<file path="config.mk">
export PLATFORM = sky130hd
export DESIGN_NAME = trap_entry_ctrl
export DESIGN_NICKNAME = d
export VERILOG_FILES = /design/src/rtl/trap_pkg.sv /design/src/rtl/trap_arbiter.sv /design/src/rtl/trap_target.sv /design/src/rtl/trap_entry_ctrl.sv
export SDC_FILE = /design/constraint.sdc
export NUM_CORES = 1
export LEC_CHECK = 0
export BUFFER_PORTS_ARGS = -buffer_cell sky130_fd_sc_hd__buf_2
export CORE_MARGIN = 2
export CORE_UTILIZATION = 30
export CTS_BUF_LIST = sky130_fd_sc_hd__clkbuf_16
export DETAILED_ROUTE_END_ITERATION = 10
export PLACE_DENSITY = 0.58
export SETUP_SLACK_MARGIN = 0.02
export SYNTH_ARGS = -nofsm -noshare
export SYNTH_HDL_FRONTEND = slang
export SYNTH_HIERARCHICAL = 1
export SYNTH_SLANG_ARGS = --single-unit
</file>
<file path="constraint.sdc">
create_clock -name clk_i -period 6.71 [get_ports clk_i]
set_input_delay 1.342 -clock clk_i [delete_from_list [all_inputs] [get_ports clk_i]]
set_output_delay 1.342 -clock clk_i [all_outputs]
set_load 0.005 [all_outputs]
</file>
<file path="src/rtl/trap_pkg.sv">
package trap_pkg;
  localparam int MSR_IE  = 1;
  localparam int MSR_BIP = 3;
  localparam int MSR_EIP = 9;
  localparam int MSR_UM  = 11;
  localparam int MSR_UMS = 12;
  localparam int MSR_VM  = 13;
  localparam int MSR_VMS = 14;

  localparam int ESR_ST = 10;
  localparam int ESR_DS = 12;

  localparam int RA_W = 5;
  localparam logic [RA_W-1:0] RA_IRQ = 5'd14;
  localparam logic [RA_W-1:0] RA_BRK = 5'd16;
  localparam logic [RA_W-1:0] RA_EXC = 5'd17;

  localparam logic [1:0] ACC_STORE = 2'd1;
  localparam logic [1:0] ACC_FETCH = 2'd2;

  localparam logic [7:0] OFS_IRQ = 8'h10;
  localparam logic [7:0] OFS_BRK = 8'h18;
  localparam logic [7:0] OFS_EXC = 8'h20;

  typedef enum logic [2:0] {
    TRAP_NONE,
    TRAP_IRQ,
    TRAP_BRK,
    TRAP_EXC,
    TRAP_MMU,
    TRAP_FATAL
  } trap_kind_e;
endpackage

</file>
<file path="src/rtl/trap_arbiter.sv">
module trap_arbiter
  import trap_pkg::*;
#(
  parameter bit EXC_EN = 1'b1
) (
  input  logic       clk_i,
  input  logic       rst_ni,
  input  logic       irq_i,
  input  logic       brk_i,
  input  logic       exc_i,
  input  logic       mmu_i,
  input  logic       ie_i,
  input  logic       eip_i,
  input  logic       bip_i,
  input  logic       dslot_i,
  input  logic       imm_i,
  input  logic       mmu_busy_i,
  output trap_kind_e kind_o
);
  logic exc_eff;
  logic irq_ok;

  generate
    if (EXC_EN) begin : g_exc
      assign exc_eff = exc_i;
    end else begin : g_noexc
      assign exc_eff = 1'b0;
    end
  endgenerate

  assign irq_ok = irq_i && ie_i && !eip_i && !bip_i && !dslot_i && !imm_i;

  always_comb begin
    kind_o = TRAP_NONE;
    if (mmu_i)        kind_o = mmu_busy_i ? TRAP_FATAL : TRAP_MMU;
    else if (exc_eff) kind_o = TRAP_EXC;
    else if (brk_i)   kind_o = TRAP_BRK;
    else if (irq_ok)  kind_o = TRAP_IRQ;
  end

  // lower sources only win when higher ones are idle
  assert_prio_irq_R11: assert property (@(posedge clk_i) disable iff (!rst_ni)
    kind_o == TRAP_IRQ |-> !mmu_i && !brk_i && !(EXC_EN && exc_i));
  assert_prio_brk_R11: assert property (@(posedge clk_i) disable iff (!rst_ni)
    kind_o == TRAP_BRK |-> !mmu_i && !(EXC_EN && exc_i));
  assert_no_exc_R10: assert property (@(posedge clk_i) disable iff (!rst_ni)
    (!EXC_EN && !mmu_i) |-> kind_o != TRAP_EXC);
endmodule

</file>
<file path="src/rtl/trap_target.sv">
module trap_target
  import trap_pkg::*;
#(
  parameter int              XLEN     = 32,
  parameter logic [XLEN-1:0] BASE_VEC = '0
) (
  input  trap_kind_e      kind_i,
  input  logic [XLEN-1:0] pc_i,
  input  logic            dslot_i,
  input  logic            imm_i,
  input  logic            br_imm_i,
  input  logic            miss_i,
  input  logic [1:0]      acc_i,
  input  logic [4:0]      cause_i,
  input  logic [XLEN-1:0] msr_i,
  output logic [XLEN-1:0] pc_o,
  output logic [RA_W-1:0] ra_idx_o,
  output logic [XLEN-1:0] ra_val_o,
  output logic [XLEN-1:0] msr_o,
  output logic [XLEN-1:0] esr_o
);
  logic [XLEN-1:0] msr_k;
  logic [XLEN-1:0] mmu_ret;

  always_comb begin
    if (dslot_i)    mmu_ret = pc_i - (br_imm_i ? XLEN'(8) : XLEN'(4));
    else if (imm_i) mmu_ret = pc_i - XLEN'(4);
    else            mmu_ret = pc_i;
  end

  always_comb begin
    msr_k    = msr_i;
    pc_o     = BASE_VEC + XLEN'(OFS_EXC);
    ra_idx_o = RA_EXC;
    ra_val_o = pc_i;
    esr_o    = '0;
    esr_o[ESR_DS] = dslot_i;
    unique case (kind_i)
      TRAP_IRQ: begin
        msr_k[MSR_IE] = 1'b0;
        pc_o     = BASE_VEC + XLEN'(OFS_IRQ);
        ra_idx_o = RA_IRQ;
      end
      TRAP_BRK: begin
        msr_k[MSR_BIP] = 1'b1;
        pc_o     = BASE_VEC + XLEN'(OFS_BRK);
        ra_idx_o = RA_BRK;
      end
      TRAP_EXC: begin
        msr_k[MSR_EIP] = 1'b1;
        ra_val_o   = pc_i + XLEN'(4);
        esr_o[4:0] = cause_i;
      end
      TRAP_MMU: begin
        msr_k[MSR_EIP] = 1'b1;
        ra_val_o   = mmu_ret;
        esr_o[4:0] = {3'b100, miss_i, acc_i == ACC_FETCH};
        esr_o[ESR_ST] = (acc_i == ACC_STORE);
      end
      default: ;
    endcase
    // saved mode moves up one bit, live mode cleared
    msr_o          = msr_k;
    msr_o[MSR_VMS] = msr_k[MSR_VM];
    msr_o[MSR_UMS] = msr_k[MSR_UM];
    msr_o[MSR_VM]  = 1'b0;
    msr_o[MSR_UM]  = 1'b0;
  end
endmodule

</file>
<file path="src/rtl/trap_entry_ctrl.sv">
module trap_entry_ctrl
  import trap_pkg::*;
#(
  parameter int              XLEN     = 32,
  parameter logic [XLEN-1:0] BASE_VEC = '0,
  parameter bit              EXC_EN   = 1'b1
) (
  input  logic            clk_i,
  input  logic            rst_ni,
  input  logic            irq_i,
  input  logic            brk_i,
  input  logic            exc_i,
  input  logic [4:0]      exc_cause_i,
  input  logic            mmu_fault_i,
  input  logic            mmu_miss_i,
  input  logic [1:0]      mmu_acc_i,
  input  logic [XLEN-1:0] mmu_addr_i,
  input  logic [XLEN-1:0] pc_i,
  input  logic [XLEN-1:0] btarget_i,
  input  logic            in_dslot_i,
  input  logic            imm_pend_i,
  input  logic            br_imm_i,
  input  logic            msr_we_i,
  input  logic [XLEN-1:0] msr_wdata_i,
  output logic            taken_o,
  output logic [XLEN-1:0] pc_o,
  output logic [4:0]      ra_idx_o,
  output logic [XLEN-1:0] ra_val_o,
  output logic [XLEN-1:0] msr_o,
  output logic [XLEN-1:0] esr_o,
  output logic [XLEN-1:0] btr_o,
  output logic [XLEN-1:0] ear_o,
  output logic            fatal_o
);
  trap_kind_e      kind;
  logic            entry, exc_like;
  logic [XLEN-1:0] pc_n, ra_val_n, msr_n, esr_n;
  logic [RA_W-1:0] ra_idx_n;

  logic            taken_q, fatal_q, busy_q;
  logic [XLEN-1:0] pc_q, ra_val_q, msr_q, esr_q, btr_q, ear_q;
  logic [RA_W-1:0] ra_idx_q;

  trap_arbiter #(.EXC_EN(EXC_EN)) i_arb (
    .clk_i      (clk_i),
    .rst_ni     (rst_ni),
    .irq_i      (irq_i),
    .brk_i      (brk_i),
    .exc_i      (exc_i),
    .mmu_i      (mmu_fault_i),
    .ie_i       (msr_q[MSR_IE]),
    .eip_i      (msr_q[MSR_EIP]),
    .bip_i      (msr_q[MSR_BIP]),
    .dslot_i    (in_dslot_i),
    .imm_i      (imm_pend_i),
    .mmu_busy_i (busy_q),
    .kind_o     (kind)
  );

  trap_target #(.XLEN(XLEN), .BASE_VEC(BASE_VEC)) i_tgt (
    .kind_i   (kind),
    .pc_i     (pc_i),
    .dslot_i  (in_dslot_i),
    .imm_i    (imm_pend_i),
    .br_imm_i (br_imm_i),
    .miss_i   (mmu_miss_i),
    .acc_i    (mmu_acc_i),
    .cause_i  (exc_cause_i),
    .msr_i    (msr_q),
    .pc_o     (pc_n),
    .ra_idx_o (ra_idx_n),
    .ra_val_o (ra_val_n),
    .msr_o    (msr_n),
    .esr_o    (esr_n)
  );

  assign entry    = kind inside {TRAP_IRQ, TRAP_BRK, TRAP_EXC, TRAP_MMU};
  assign exc_like = kind inside {TRAP_EXC, TRAP_MMU};

  always_ff @(posedge clk_i or negedge rst_ni) begin
    if (!rst_ni) begin
      taken_q  <= 1'b0;
      fatal_q  <= 1'b0;
      busy_q   <= 1'b0;
      pc_q     <= '0;
      ra_idx_q <= '0;
      ra_val_q <= '0;
      msr_q    <= '0;
      esr_q    <= '0;
      btr_q    <= '0;
      ear_q    <= '0;
    end else begin
      taken_q <= entry;
      if (entry) begin
        pc_q     <= pc_n;
        ra_idx_q <= ra_idx_n;
        ra_val_q <= ra_val_n;
        msr_q    <= msr_n;
        if (exc_like) begin
          esr_q <= esr_n;
          if (in_dslot_i) btr_q <= btarget_i;
        end
        if (kind == TRAP_MMU) begin
          ear_q  <= mmu_addr_i;
          busy_q <= 1'b1;
        end
      end else if (msr_we_i) begin
        msr_q <= msr_wdata_i;
        if (!msr_wdata_i[MSR_EIP]) busy_q <= 1'b0;
      end
      if (kind == TRAP_FATAL) fatal_q <= 1'b1;
    end
  end

  assign taken_o  = taken_q;
  assign pc_o     = pc_q;
  assign ra_idx_o = ra_idx_q;
  assign ra_val_o = ra_val_q;
  assign msr_o    = msr_q;
  assign esr_o    = esr_q;
  assign btr_o    = btr_q;
  assign ear_o    = ear_q;
  assign fatal_o  = fatal_q;

  assert_vector_R1: assert property (@(posedge clk_i) disable iff (!rst_ni)
    taken_o |-> pc_o == BASE_VEC + ((ra_idx_o == RA_IRQ) ? XLEN'(OFS_IRQ) :
                                    (ra_idx_o == RA_BRK) ? XLEN'(OFS_BRK) : XLEN'(OFS_EXC)));
  assert_irq_gate_R2: assert property (@(posedge clk_i) disable iff (!rst_ni)
    (entry && kind == TRAP_IRQ) |-> msr_q[MSR_IE] && !msr_q[MSR_EIP] && !msr_q[MSR_BIP]);
  assert_irq_ie_clr_R3: assert property (@(posedge clk_i) disable iff (!rst_ni)
    (taken_o && ra_idx_o == RA_IRQ) |-> !msr_o[MSR_IE]);
  assert_exc_flag_R5: assert property (@(posedge clk_i) disable iff (!rst_ni)
    (taken_o && ra_idx_o == RA_EXC) |-> msr_o[MSR_EIP]);
  assert_mode_clr_R8: assert property (@(posedge clk_i) disable iff (!rst_ni)
    taken_o |-> !msr_o[MSR_VM] && !msr_o[MSR_UM]);
  assert_fatal_sticky_R12: assert property (@(posedge clk_i) disable iff (!rst_ni)
    fatal_o |=> fatal_o);
  assert_fatal_no_entry_R12: assert property (@(posedge clk_i) disable iff (!rst_ni)
    (mmu_fault_i && busy_q) |=> !taken_o);
endmodule

</file>
## Yosys cells after proc, flatten, opt, wreduce, memory -nomap -nowiden

Cells that the tools add are included.

- Word-level logic and storage cells: 73
- Bits of input ports: 146
- Register bits after elaboration: 175

- Reductions and logical operators: 21
- Bitwise operators: 1
- Eq/ne operators: 12
- $add $sub $neg: 3
- Mux-type cells: 22

Operators by type and width:

| kind | count |
|---|---|
| $mux 32 | 2 |
| $pmux 32 s2 | 1 |
| $add 32x3->32 const B | 1 |
| $sub 32x3->32 const B | 1 |
| $sub 32x32->32 | 1 |
| $mux 15 | 2 |
| $pmux 5 s2 | 2 |
| $pmux 6 s2 | 1 |
| $reduce_and 2->1 | 6 |
| $mux 1 | 10 |
| $mux 3 | 3 |
| $ne 2x1->1 const B | 4 |
| $eq 3x2->1 const B | 2 |
| $eq 3x3->1 const B | 2 |
| $reduce_and 3->1 | 2 |
| $logic_and 1x1->1 | 5 |
| $logic_not 1->1 | 4 |
| $mux 4 | 1 |
| $reduce_bool 2->1 | 2 |
| $reduce_bool 4->1 | 1 |
| $eq 3x1->1 const B | 1 |
| $eq 2x1->1 const B | 1 |
| $eq 2x2->1 const B | 1 |
| $ne 2x2->1 const B | 1 |
| other kinds (2) | 2 |

## Longest topological paths before layout

- Depth after elaboration: 13
- Depth in mapped cells: 10

## Hierarchy

Netlist, hierarchy kept.

Modules (own cells, without submodules):

| module | instances | seq. area each (um2) | area each (um2) | cells an instance |
|---|---|---|---|---|
| trap_entry_ctrl | 1 | 5004.8 | 7806.2 | 464 |
| trap_target | 1 | 0.0 | 1969.4 | 290 |
| trap_arbiter | 1 | 0.0 | 48.8 | 7 |

## Least setup slack after synthesis

Ideal clock, no wire load.

- Path kind: input to register
- Start: input port in_dslot_i
- End: register ra_val_q[27] (netlist: ra_val_o[27])
- Stages on the path: 9
- Slack: 2.540 ns
- Data required time: 6.585 ns
- Arrival: 4.045 ns
- Cells stage by stage: or4_1 -> o21ai_1 -> nand3b_1 -> or4_1 -> clkbuf_1 -> or2_2 -> o22ai_2 -> xor2_1 -> mux2_2

- Longest elaborated chain between the ends: 9

Ends and longest elaborated chain:

| element | line | text |
|---|---|---|
| from (decl) | trap_entry_ctrl.sv:20 | `input logic in_dslot_i,` |
| $logic_not 1->1 (*) | trap_arbiter.sv:31 | `assign irq_ok = irq_i && ie_i && !eip_i && !bip_i && !dslot_i && !imm_i;` |
| $logic_and 1x1->1 (*) (2 in series) | trap_arbiter.sv:31 |  |
| $mux 1 (*) | trap_arbiter.sv:38 | `else if (irq_ok) kind_o = TRAP_IRQ;` |
| $mux 3 (*) | trap_arbiter.sv:37 | `else if (brk_i) kind_o = TRAP_BRK;` |
| $mux 3 (*) | trap_arbiter.sv:36 | `else if (exc_eff) kind_o = TRAP_EXC;` |
| $mux 3 (*) | trap_arbiter.sv:35 | `if (mmu_i) kind_o = mmu_busy_i ? TRAP_FATAL : TRAP_MMU;` |
| net kind[0] | trap_entry_ctrl.sv:35 | `trap_kind_e kind;` |
| $eq 3x3->1 or $eq 3x2->1 (tied branches) | trap_target.sv:38 | `unique case (kind_i)` |
| $pmux 32 s2 (*) | trap_target.sv:38 |  |
| net ra_val_n[27] | trap_entry_ctrl.sv:37 | `logic [XLEN-1:0] pc_n, ra_val_n, msr_n, esr_n;` |
| to (signal assigned) | trap_entry_ctrl.sv:97 | `ra_val_q <= ra_val_n;` |
| to (decl) | trap_entry_ctrl.sv:41 | `logic [XLEN-1:0] pc_q, ra_val_q, msr_q, esr_q, btr_q, ear_q;` |

Mark *: on every way through the listed nets, which the timed path passes. The rest lies on a longest branch.
A chain may end at the register's enable or synchronous reset.

## Worst setup path in the final report

- Start: input port in_dslot_i
- End: register ra_val_q[25] (netlist: ra_val_o[25])

Same word-level chain as after synthesis.

==> flow_summary.toml <==
[outcome]
status = "complete, no violations"

[pwr]
swShare_pct = 30.5
power_mw = 4.10
peakVddDrop_mv = 0.192
p_leak_nw = 5.63
internal-power_mw = 2.85
pwr_density_cell_mw_per_mm2 = 338
p_sw_mw = 1.25
power_frac_clock_pct = 25.7
seqPwrFrac_pct = 44.5
p_comb_share_pct = 29.8

[timing]
worst_pin_slew_ps = 848
rsz0062_at_grt = "no"
max_freq_mhz = 232
relSlewSlack_pct = 43.4
fin_setup_tns_ps = 0
finalHoldViolations = 0
period_minus_slack_ps = 4320
setup_viol = 0
drv_slew = 0
worst_clock_skew_ps = 10.2
post-route-period-util_pct = 64.4

[logic_synthesis]
synthCells = 761
synthArstFlopShare_pct = 100
synthXorXnorAreaFrac_pct = 2.41
synth_flop_cell = "dfrtp_1"
ys_warn_count = 6
synth_adder_area_share_pct = 0.713
synth_top_family_by_area = "multiplexers"
synth-simple-area-share_pct = 6.98
synth_edf_count = 0
synth_compound_area_share_pct = 3.18
synthesis.area_sq_mm = 0.00982
synth.distinct_cells = 60
ys_seq_area_share_pct = 50.9
synthMuxAreaShare_pct = 26.5
yosys_register_bits = 200
avgSynthCellArea_sq_um = 12.9

[job]
max-cap-violations = 0

[detailed_routing]
wl_mm = 24.4
dr.first_iter.drc_count = 305
dr.pass1.iters = 4
post_drt_via_cell_ratio = 4.39
vias = 6668
wl_per_cell_um = 16.1
remaining_drc_errors = 0
ant_nets = 0

[cts]
clockRootBuffer = "clkbuf_16"
tritoncts = "yes"
cts_buffers = 17
clk_latency_ps = 450
clkSinkCount = 200
clk_pin_slew_worst_paths_ps = 80
ctsResizeCount = 0
cts_setup_buffers = 0
clock_path_buffers = 2
ctsHoldBuffers = 0
cts_htree_levels = 4

[cells_and_area]
nets = 1214
design_area_sq_mm = 0.0121
final_common_cell = "buf_2"
final_cell_mix = "buf_2, mux2_2, dfrtp_1"
areaGrowthSynthToFinish_pct = 23.4
post-route-util_pct = 37.4
fillers = 3304
drive_above_1_share_pct = 58.2

[grt]
grt_usage_pct = 14.3
grt_max_degree = 87
grt_pass1_vias = 6864
grt_overflow = 0
grt_pass1_wl_mm = 37.7
antenna_found_initial = 2

[worst_setup_path]
r2r_end = "ra_val_o[25]$_DFFE_PN0P_"
critPathMaxFanout = 12
crit_arrival_ps = 4650
rr_worst_depth = 8
end_kind = "flop"
critical_path_class = "primary input to flop"
rr_startpoint = "msr_o[3]$_DFFE_PN0P_"
critPathLaunchType = "primary input"
r2r_slack_ps = 3170
critical_path_required_ps = 7040

[floorplan]
boundaryPins = 345
die_area_sq_mm = 0.0342
core-area_sq_mm = 0.0324
die_x_um = 185
dieHeight_um = 185
start_util_pct = 30.3
core.rowCount = 66

[worst_hold_path]
hold_path_class = "flop to flop"
hold_depth = 1
hold_start = "fatal_o$_DFFE_PN0N_"
hold_end = "fatal_o$_DFFE_PN0N_"

[place]
placed_area_sq_mm = 0.0115
io_buffers = 344
place.gp.congestion = 0.801
hpwl_mm = 17.9
==> metrics by stage <==
step / std cells / setup WS [ps] / hold WS (ps)
floorplan: 816 / 2540 / 466
global placement: 1486 / 2000 / 462
detailed placement: 1486 / 1920 / 472
CTS: 1518 / 2400 / 490
global route: 1519 / 2210 / 501
finish: 1520 / 2390 / 480
==> state kept, by name, indices dropped and copies added (netlist names) <==
register / count
btr_o: 32
busy_q: 1
ear_o: 32
esr_o: 32
fatal_o: 1
msr_o: 32
pc_o: 32
ra_idx_o: 5
ra_val_o: 32
taken_o: 1
==> worst max-delay path: stages <==
cell	delay, ps
buf_2	200
or4_1	550
o21ai_1	530
nand3b_1	320
or4_1	730
or2_2	430
o22ai_2	190
xor2_1	80
mux2_2	260
==> power by group through the flow <==
stage               sequential (mW)  clock [mW]  combinational [mW]
floorplan                      1.87           0               0.715
global placement               1.83           0                1.24
detailed placement             1.85           0                1.25
CTS                            1.83        1.10                1.25
global route                   1.88        1.15                1.35
finish                         1.82        1.05                1.22
==> cells in the mapped netlist (all sizes together) (4+ instances only) <==
cell type,n,area share (%)
ha,4,0.51
nor3,15,0.76
nand2,14,0.53
o21ai,6,0.34
buf,112,8.3
nor2,22,0.84
mux2,229,26
or3,9,0.59
xor2,10,0.89
clkbuf,12,0.46
a21oi,7,0.36
nand4,6,0.38
inv,15,0.57
xnor2,17,1.5
or2,5,0.32
nor4,6,0.45
or4,7,0.65
nor3b,4,0.42
and2,4,0.25
dfrtp,200,51
nand3,8,0.41
==> per-layer routing <==
metal	vias up	global-route usage (%)	part of all wire, %
met3	17	4.99	8.2
met5	-	0	0.053
met4	2	4.60	1.2
met2	229	24.5	50
li1	3156	-	-
met1	3264	16.9	40
==> logic make-up after synthesis <==
kind of cell               after synthesis
other                                    1
muxes                                  231
adders and majority gates                5
and+or+nand+nor                        117
buffers and inverters                  139
DFF                                    200
AOI/OAI and AO/OA                       41
xor gates and xnor gates                27
==> how the worst max path moves through the flow <==
stage | startpoint | endpoint | slack, ps | cells after the start
2_1_floorplan | in_dslot_i | ra_val_o[27]$_DFFE_PN0P_ | 2540 | 9
3_3_place_gp | in_dslot_i | ra_val_o[27]$_DFFE_PN0P_ | 2000 | 9
3_5_place_dp | in_dslot_i | ra_val_o[25]$_DFFE_PN0P_ | 1920 | 9
4_1_cts | in_dslot_i | ra_val_o[25]$_DFFE_PN0P_ | 2400 | 9
5_1_grt | in_dslot_i | ra_val_o[31]$_DFFE_PN0P_ | 2210 | 9
6_report | in_dslot_i | ra_val_o[25]$_DFFE_PN0P_ | 2390 | 9
==> cell type report <==
| type | count | area (sq um) | area share (%) |
|---|---|---|---|
| Multi-Input combinational cell | 477 | 4130 | 34.0 |
| Clock buffer | 17 | 425 | 3.51 |
| Antenna cell | 2 | 5.00 | 0.0413 |
| Timing Repair Buffer | 352 | 1790 | 14.8 |
| Inverter | 15 | 56.3 | 0.465 |
| Sequential cell | 200 | 5000 | 41.3 |
| Clock inverter | 15 | 159 | 1.31 |
| Tap cell | 442 | 553 | 4.56 |
Power figures use the tool's default switching activity.
